$ cat config.mk
export PLATFORM = sky130hd
export DESIGN_NAME = stream_eop_escaper
export DESIGN_NICKNAME = d
export VERILOG_FILES = /design/src/rtl/eop_esc_pkg.sv /design/src/rtl/eop_esc_sum.sv /design/src/rtl/eop_esc_seq.sv /design/src/rtl/eop_esc_mux.sv /design/src/rtl/stream_eop_escaper.sv
export SDC_FILE = /design/constraint.sdc
export NUM_CORES = 1
export LEC_CHECK = 0
export BUFFER_PORTS_ARGS = -buffer_cell sky130_fd_sc_hd__buf_2
export CORE_ASPECT_RATIO = 0.6
export CORE_UTILIZATION = 45
export DETAILED_ROUTE_END_ITERATION = 10
export HOLD_SLACK_MARGIN = 0.06
export PLACE_DENSITY = 0.69
export SLEW_MARGIN = 20
export SYNTH_ARGS = -nofsm -noshare
export SYNTH_HDL_FRONTEND = slang
export SYNTH_HIERARCHICAL = 1
export SYNTH_SLANG_ARGS = --single-unit
$ cat constraint.sdc
create_clock -name clk -period 3.88 [get_ports clk]
set_clock_uncertainty 0.05 [all_clocks]
set_input_delay 0.194 -clock clk [delete_from_list [all_inputs] [get_ports clk]]
set_output_delay 0.194 -clock clk [all_outputs]
set_load 0.05 [all_outputs]
$ cat src/rtl/eop_esc_pkg.sv
package eop_esc_pkg;
  localparam int unsigned WORD_W = 64;
  localparam int unsigned HALF_W = WORD_W / 2;
  localparam logic [WORD_W-1:0] ESC_WORD = 64'hDEADBEEF_FEEDCAFE;

  typedef enum logic [1:0] {
    ST_PASS = 2'd0,
    ST_ESC  = 2'd1,
    ST_FLAG = 2'd2,
    ST_DATA = 2'd3
  } seq_state_e;

  // Add both halves of a word into a wrapping accumulator.
  function automatic logic [HALF_W-1:0] fold_word(input logic [HALF_W-1:0] acc,
                                                  input logic [WORD_W-1:0] w);
    return acc + w[HALF_W-1:0] + w[WORD_W-1:HALF_W];
  endfunction

  // Flag word: low half is the end marker, high half the sum (ends only).
  function automatic logic [WORD_W-1:0] make_flag(input logic [HALF_W-1:0] acc,
                                                  input logic fin);
    logic [WORD_W-1:0] f;
    f = '0;
    if (fin) begin
      f[HALF_W-1:0]      = {{(HALF_W-1){1'b0}}, 1'b1};
      f[WORD_W-1:HALF_W] = acc;
    end
    return f;
  endfunction

  // A word needs the three-word form when it ends a packet or aliases the marker.
  function automatic logic needs_escape(input logic [WORD_W-1:0] w, input logic fin);
    return fin || (w == ESC_WORD);
  endfunction
endpackage

$ cat src/rtl/eop_esc_sum.sv
module eop_esc_sum import eop_esc_pkg::*; #(
  parameter int unsigned DW = WORD_W,
  localparam int unsigned HW = DW / 2
) (
  input  logic          clk,
  input  logic          rst,
  input  logic          clr,
  input  logic          take,
  input  logic          fin,
  input  logic [DW-1:0] word,
  output logic [HW-1:0] acc
);
  logic          wipe;
  logic [HW-1:0] acc_next;

  assign wipe     = rst || clr || (take && fin);
  assign acc_next = fold_word(acc, word);

  always_ff @(posedge clk) begin
    if (wipe)      acc <= '0;
    else if (take) acc <= acc_next;
  end

  AST_SUM_WIPED: assert property (@(posedge clk) disable iff (rst)
    ((take && fin) || clr) |=> (acc == '0));

  AST_SUM_HELD: assert property (@(posedge clk) disable iff (rst)
    (!take && !clr) |=> $stable(acc));
endmodule

$ cat src/rtl/eop_esc_seq.sv
module eop_esc_seq import eop_esc_pkg::*; (
  input  logic       clk,
  input  logic       rst,
  input  logic       in_valid,
  input  logic       mark,
  input  logic       out_fire,
  output seq_state_e state
);
  seq_state_e state_nx;

  always_comb begin
    state_nx = state;
    unique case (state)
      ST_PASS: if (in_valid && mark) state_nx = out_fire ? ST_FLAG : ST_ESC;
      ST_ESC:  if (out_fire) state_nx = ST_FLAG;
      ST_FLAG: if (out_fire) state_nx = ST_DATA;
      ST_DATA: if (out_fire) state_nx = ST_PASS;
      default: state_nx = ST_PASS;
    endcase
  end

  always_ff @(posedge clk) begin
    if (rst) state <= ST_PASS;
    else     state <= state_nx;
  end

  AST_ESC_THEN_FLAG: assert property (@(posedge clk) disable iff (rst)
    (state == ST_ESC && out_fire) |=> (state == ST_FLAG));

  AST_FLAG_THEN_DATA: assert property (@(posedge clk) disable iff (rst)
    (state == ST_FLAG && out_fire) |=> (state == ST_DATA));

  AST_STALL_HOLDS_STATE: assert property (@(posedge clk) disable iff (rst)
    (state != ST_PASS && !out_fire) |=> $stable(state));
endmodule

$ cat src/rtl/eop_esc_mux.sv
module eop_esc_mux import eop_esc_pkg::*; #(
  parameter int unsigned DW = WORD_W
) (
  input  seq_state_e    state,
  input  logic          mark,
  input  logic [DW-1:0] in_data,
  input  logic          in_valid,
  input  logic [DW-1:0] flag_word,
  input  logic          out_ready,
  output logic [DW-1:0] out_data,
  output logic          out_valid,
  output logic          in_ready
);
  always_comb begin
    out_data  = in_data;
    out_valid = in_valid;
    in_ready  = out_ready;
    unique case (state)
      ST_PASS: if (in_valid && mark) begin
        out_data  = ESC_WORD;
        out_valid = 1'b1;
        in_ready  = 1'b0;
      end
      ST_ESC: begin
        out_data  = ESC_WORD;
        out_valid = 1'b1;
        in_ready  = 1'b0;
      end
      ST_FLAG: begin
        out_data  = flag_word;
        out_valid = 1'b1;
        in_ready  = 1'b0;
      end
      default: ;
    endcase
  end
endmodule

$ cat src/rtl/stream_eop_escaper.sv
module stream_eop_escaper import eop_esc_pkg::*; (
  input  logic              clk,
  input  logic              rst,
  input  logic              clr,
  input  logic [WORD_W-1:0] in_data,
  input  logic              in_valid,
  input  logic              in_last,
  output logic              in_ready,
  output logic [WORD_W-1:0] out_data,
  output logic              out_valid,
  input  logic              out_ready
);
  logic              mark;
  logic              in_fire;
  logic              out_fire;
  logic [HALF_W-1:0] run_sum;
  logic [WORD_W-1:0] flag_word;
  seq_state_e        state;

  assign mark      = needs_escape(in_data, in_last);
  assign in_fire   = in_valid && in_ready;
  assign out_fire  = out_valid && out_ready;
  assign flag_word = make_flag(run_sum, in_last);

  eop_esc_sum #(.DW(WORD_W)) u_sum (
    .clk(clk), .rst(rst), .clr(clr), .take(in_fire), .fin(in_last),
    .word(in_data), .acc(run_sum)
  );

  eop_esc_seq u_seq (
    .clk(clk), .rst(rst), .in_valid(in_valid), .mark(mark),
    .out_fire(out_fire), .state(state)
  );

  eop_esc_mux #(.DW(WORD_W)) u_mux (
    .state(state), .mark(mark), .in_data(in_data), .in_valid(in_valid),
    .flag_word(flag_word), .out_ready(out_ready), .out_data(out_data),
    .out_valid(out_valid), .in_ready(in_ready)
  );

  AST_IN_ONLY_WITH_OUT: assert property (@(posedge clk) disable iff (rst)
    in_fire |-> (out_fire && out_data == in_data));

  AST_OUT_STABLE: assert property (@(posedge clk) disable iff (rst)
    (out_valid && !out_ready) |=> (out_valid && $stable(out_data)));

  AST_ALIAS_FLAG_ZERO: assert property (@(posedge clk) disable iff (rst)
    (state == ST_FLAG && !in_last) |-> (out_valid && out_data == '0));

  AST_END_FLAG_LOW_ONE: assert property (@(posedge clk) disable iff (rst)
    (state == ST_FLAG && in_last) |-> (out_data[HALF_W-1:0] == 1));
endmodule

==> flow_metrics.py <==
metrics = {
    "floorplanning": {
        "dieWidth_um": 147.4,
        "core_mm2": 0.01222,
        "initial_core_util_pct": 46.72,
        "die_area_mm2": 0.01315,
        "pin_count": 136,
        "rows": 31,
        "die_h_um": 89.24,
    },
    "layout": {
        "syn_to_final_growth_pct": 16.11,
        "drive_gt1_share_pct": 23.64,
        "layout.nets": 984,
        "design_area_mm2": 0.006628,
        "antenna_cells": 0,
    },
    "sta": {
        "final.min_clock_period_ns": 3.386,
        "slew_violations": 0,
        "rsz0062_at_grt": "no",
        "hold_viol_final": 0,
        "fin_crit_sh_pct": 87.27,
        "tightest_slew_ns": 1.042,
        "fmax_mhz": 295.3,
        "slew-limit-headroom_pct": 30.56,
        "setup_viol": 0,
        "setup_ws_ns": 0.4940,
        "setup_tns_ns": 0,
    },
    "synth": {
        "ys_warn_count": 6,
        "async_flop_share_pct": 0,
        "syn_avg_cell_area_um2": 7.895,
        "synth_ff_type": "dfxtp_1",
        "synth_cell_types": 64,
        "synth_seq_area_share_pct": 11.92,
        "yosysTopAreaCell": "dfxtp_1",
        "synth_edf_count": 0,
        "synth.most_common_cell": "a21oi_1",
        "synth_cells": 723,
        "synthTopCellsByArea": "dfxtp_1 (12%), fa_1 (11%), ha_1 (8.1%)",
        "synth_top_area_share_pct": 11.92,
        "ys_seq_elements": 34,
        "synth_commonest_cells": "a21oi_1 (79), o21ai_0 (63), nor2_1 (43), inv_1 (40), nand2_1 (39)",
        "syn-cell-area_mm2": 0.005708,
    },
    "drt": {
        "viasPerCell": 5.886,
        "vias": 5951,
        "wl_um": 18990,
        "wl_per_cell_um": 18.78,
        "detail_route.drc_violations": 0,
        "drt_first_pass_iters": 5,
        "drt_iter0_markers": 648,
        "ant_nets": 0,
    },
    "clock_tree": {
        "hold_buffers": 0,
        "cts_root_buffer": "clkbuf_16",
        "clk_pin_slew_ns": 0.06,
        "cts.repair.resized": 0,
        "cts_tree": "done",
        "max-clock-path-buffers": 2,
        "post_cts_buffers": 0,
        "clock_latency_ns": 0.28,
        "cts_buffers": 5,
        "cts.sinks": 34,
        "htree_levels": 2,
    },
    "critical_path": {
        "critical_path.max_stage_delay_ns": 0.46,
        "crit_path_end_kind": "register",
        "worstSetupPathType": "reg -> reg",
        "critPathLaunchType": "register",
        "worstPathMaxFanout": 5,
        "critPathSlowestCell": "fa_1",
        "crit_required_ns": 4.06,
        "worst-endpoint-arrival_ns": 3.56,
        "path_cells": "fa_1 > ha_1 > fa_1 > a21oi_1 > o22ai_1 > o221ai_4 > nand2b_1 > a21oi_2 > o221ai_1 > or4_1 > nand3_1",
        "crit_top_cell": "fa_1",
    },
    "grt": {
        "grt_pass1_wl_um": 29190,
        "overflow": 0,
        "grt_pass1_vias": 5118,
        "grt_use_total_pct": 29.01,
        "grt_max_degree": 87,
        "antenna_found_initial": 0,
    },
    "power": {
        "p_total_w": 0.004206,
        "leakagePower_nw": 2.828,
        "ir_worst_vdd_uv": 339.1,
        "power.density_mw_per_mm2": 634.7,
    },
    "place": {
        "dpl.hpwl_um": 14610,
        "place_congestion": 0.9681,
        "dpl_cell_area_mm2": 0.006480,
        "port_buffers": 135,
        "dp_slack_ns": 0.5853,
    },
    "status": {
        "status": "completed",
    },
    "worst_hold_path": {
        "holdCritPathClass": "in -> reg",
    },
    "run": {
        "drv_cap": 0,
    },
}
## sequential cells by signal, summed over array words and instances (netlist names)
name and flops:
u_seq/state 2, u_sum/acc 32
## per-stage QoR
step	instances	util, %	hold WS (ns)
2_1_floorplan	753	-	0.2161
3_3_place_gp	1003	53.04	0.3927
3_5_place_dp	1003	53.04	0.3884
4_1_cts	1011	54.24	0.08863
5_1_grt	1011	54.24	0.1046
6_report	1011	54.24	0.09545
## power breakdown
part           internal (W)  total (W)  leakage, nW  switching [W]
Clock              0.000255   0.000417       0.0739       0.000162
Combinational      0.000933    0.00338         2.48        0.00245
Sequential         0.000374   0.000409        0.275      0.0000351
## area by class of cell
type	count	area (um^2)
inverter	40	150.1
sequential	34	680.7
clock inverter	1	5.005
timing repair buffer	147	778.2
fill	1160	5590
tap	165	206.4
clock buffer	7	142.6
multi-input combinational	617	4664
## logic make-up (layout without fill, tap and decap cells)
kind of cell,count (synthesis),in the layout,share of synthesized area [%]
AOI/OAI and AO/OA,275,275,33.34
buffers and inverters,102,195,8.593
adders and majority gates,69,69,19.33
DFF,34,34,11.92
muxes,19,19,3.332
and+or+nand+nor,200,200,19.88
other,1,31,0.06570
xor gates and xnor gates,23,23,3.529
## placed cells by master, fill, tap and decap left out, drive strengths merged, types with 34 or more instances in the layout
cell    count
dfxtp      34
o21ai      65
a21oi      82
nand2      39
buf       147
inv        40
ha         37
o211ai     67
and2       34
nor2       43
## worst max-delay path: cells and delay by family, from the launching register on
kind / cells / cell delay (ns)
adders and majority gates: 3 / 1.14
AOI/OAI and AO/OA: 5 / 1.10
and+or+nand+nor: 3 / 0.65
DFF: 1 / 0.38
## routing by layer
layer	share of wire, %	up-vias	GRT usage (%)
met5	0	-	0
met4	0.96	0	4.030
met3	9.9	22	6.786
met2	39	285	39.67
met1	50	2785	45.64
li1	-	2859	-
## path summary, 6_finish.rpt
check           startpoint        endpoint  slack (ns)  cells after the start
max           u_sum/acc[1]   u_sum/acc[21]        0.49                     11
min                    rst  u_seq/state[1]         0.1                      2
max reg2reg   u_sum/acc[1]   u_sum/acc[21]        0.49                     11
min reg2reg  u_sum/acc[31]   u_sum/acc[31]        0.45                      2
(Power assumes the default switching activity.)
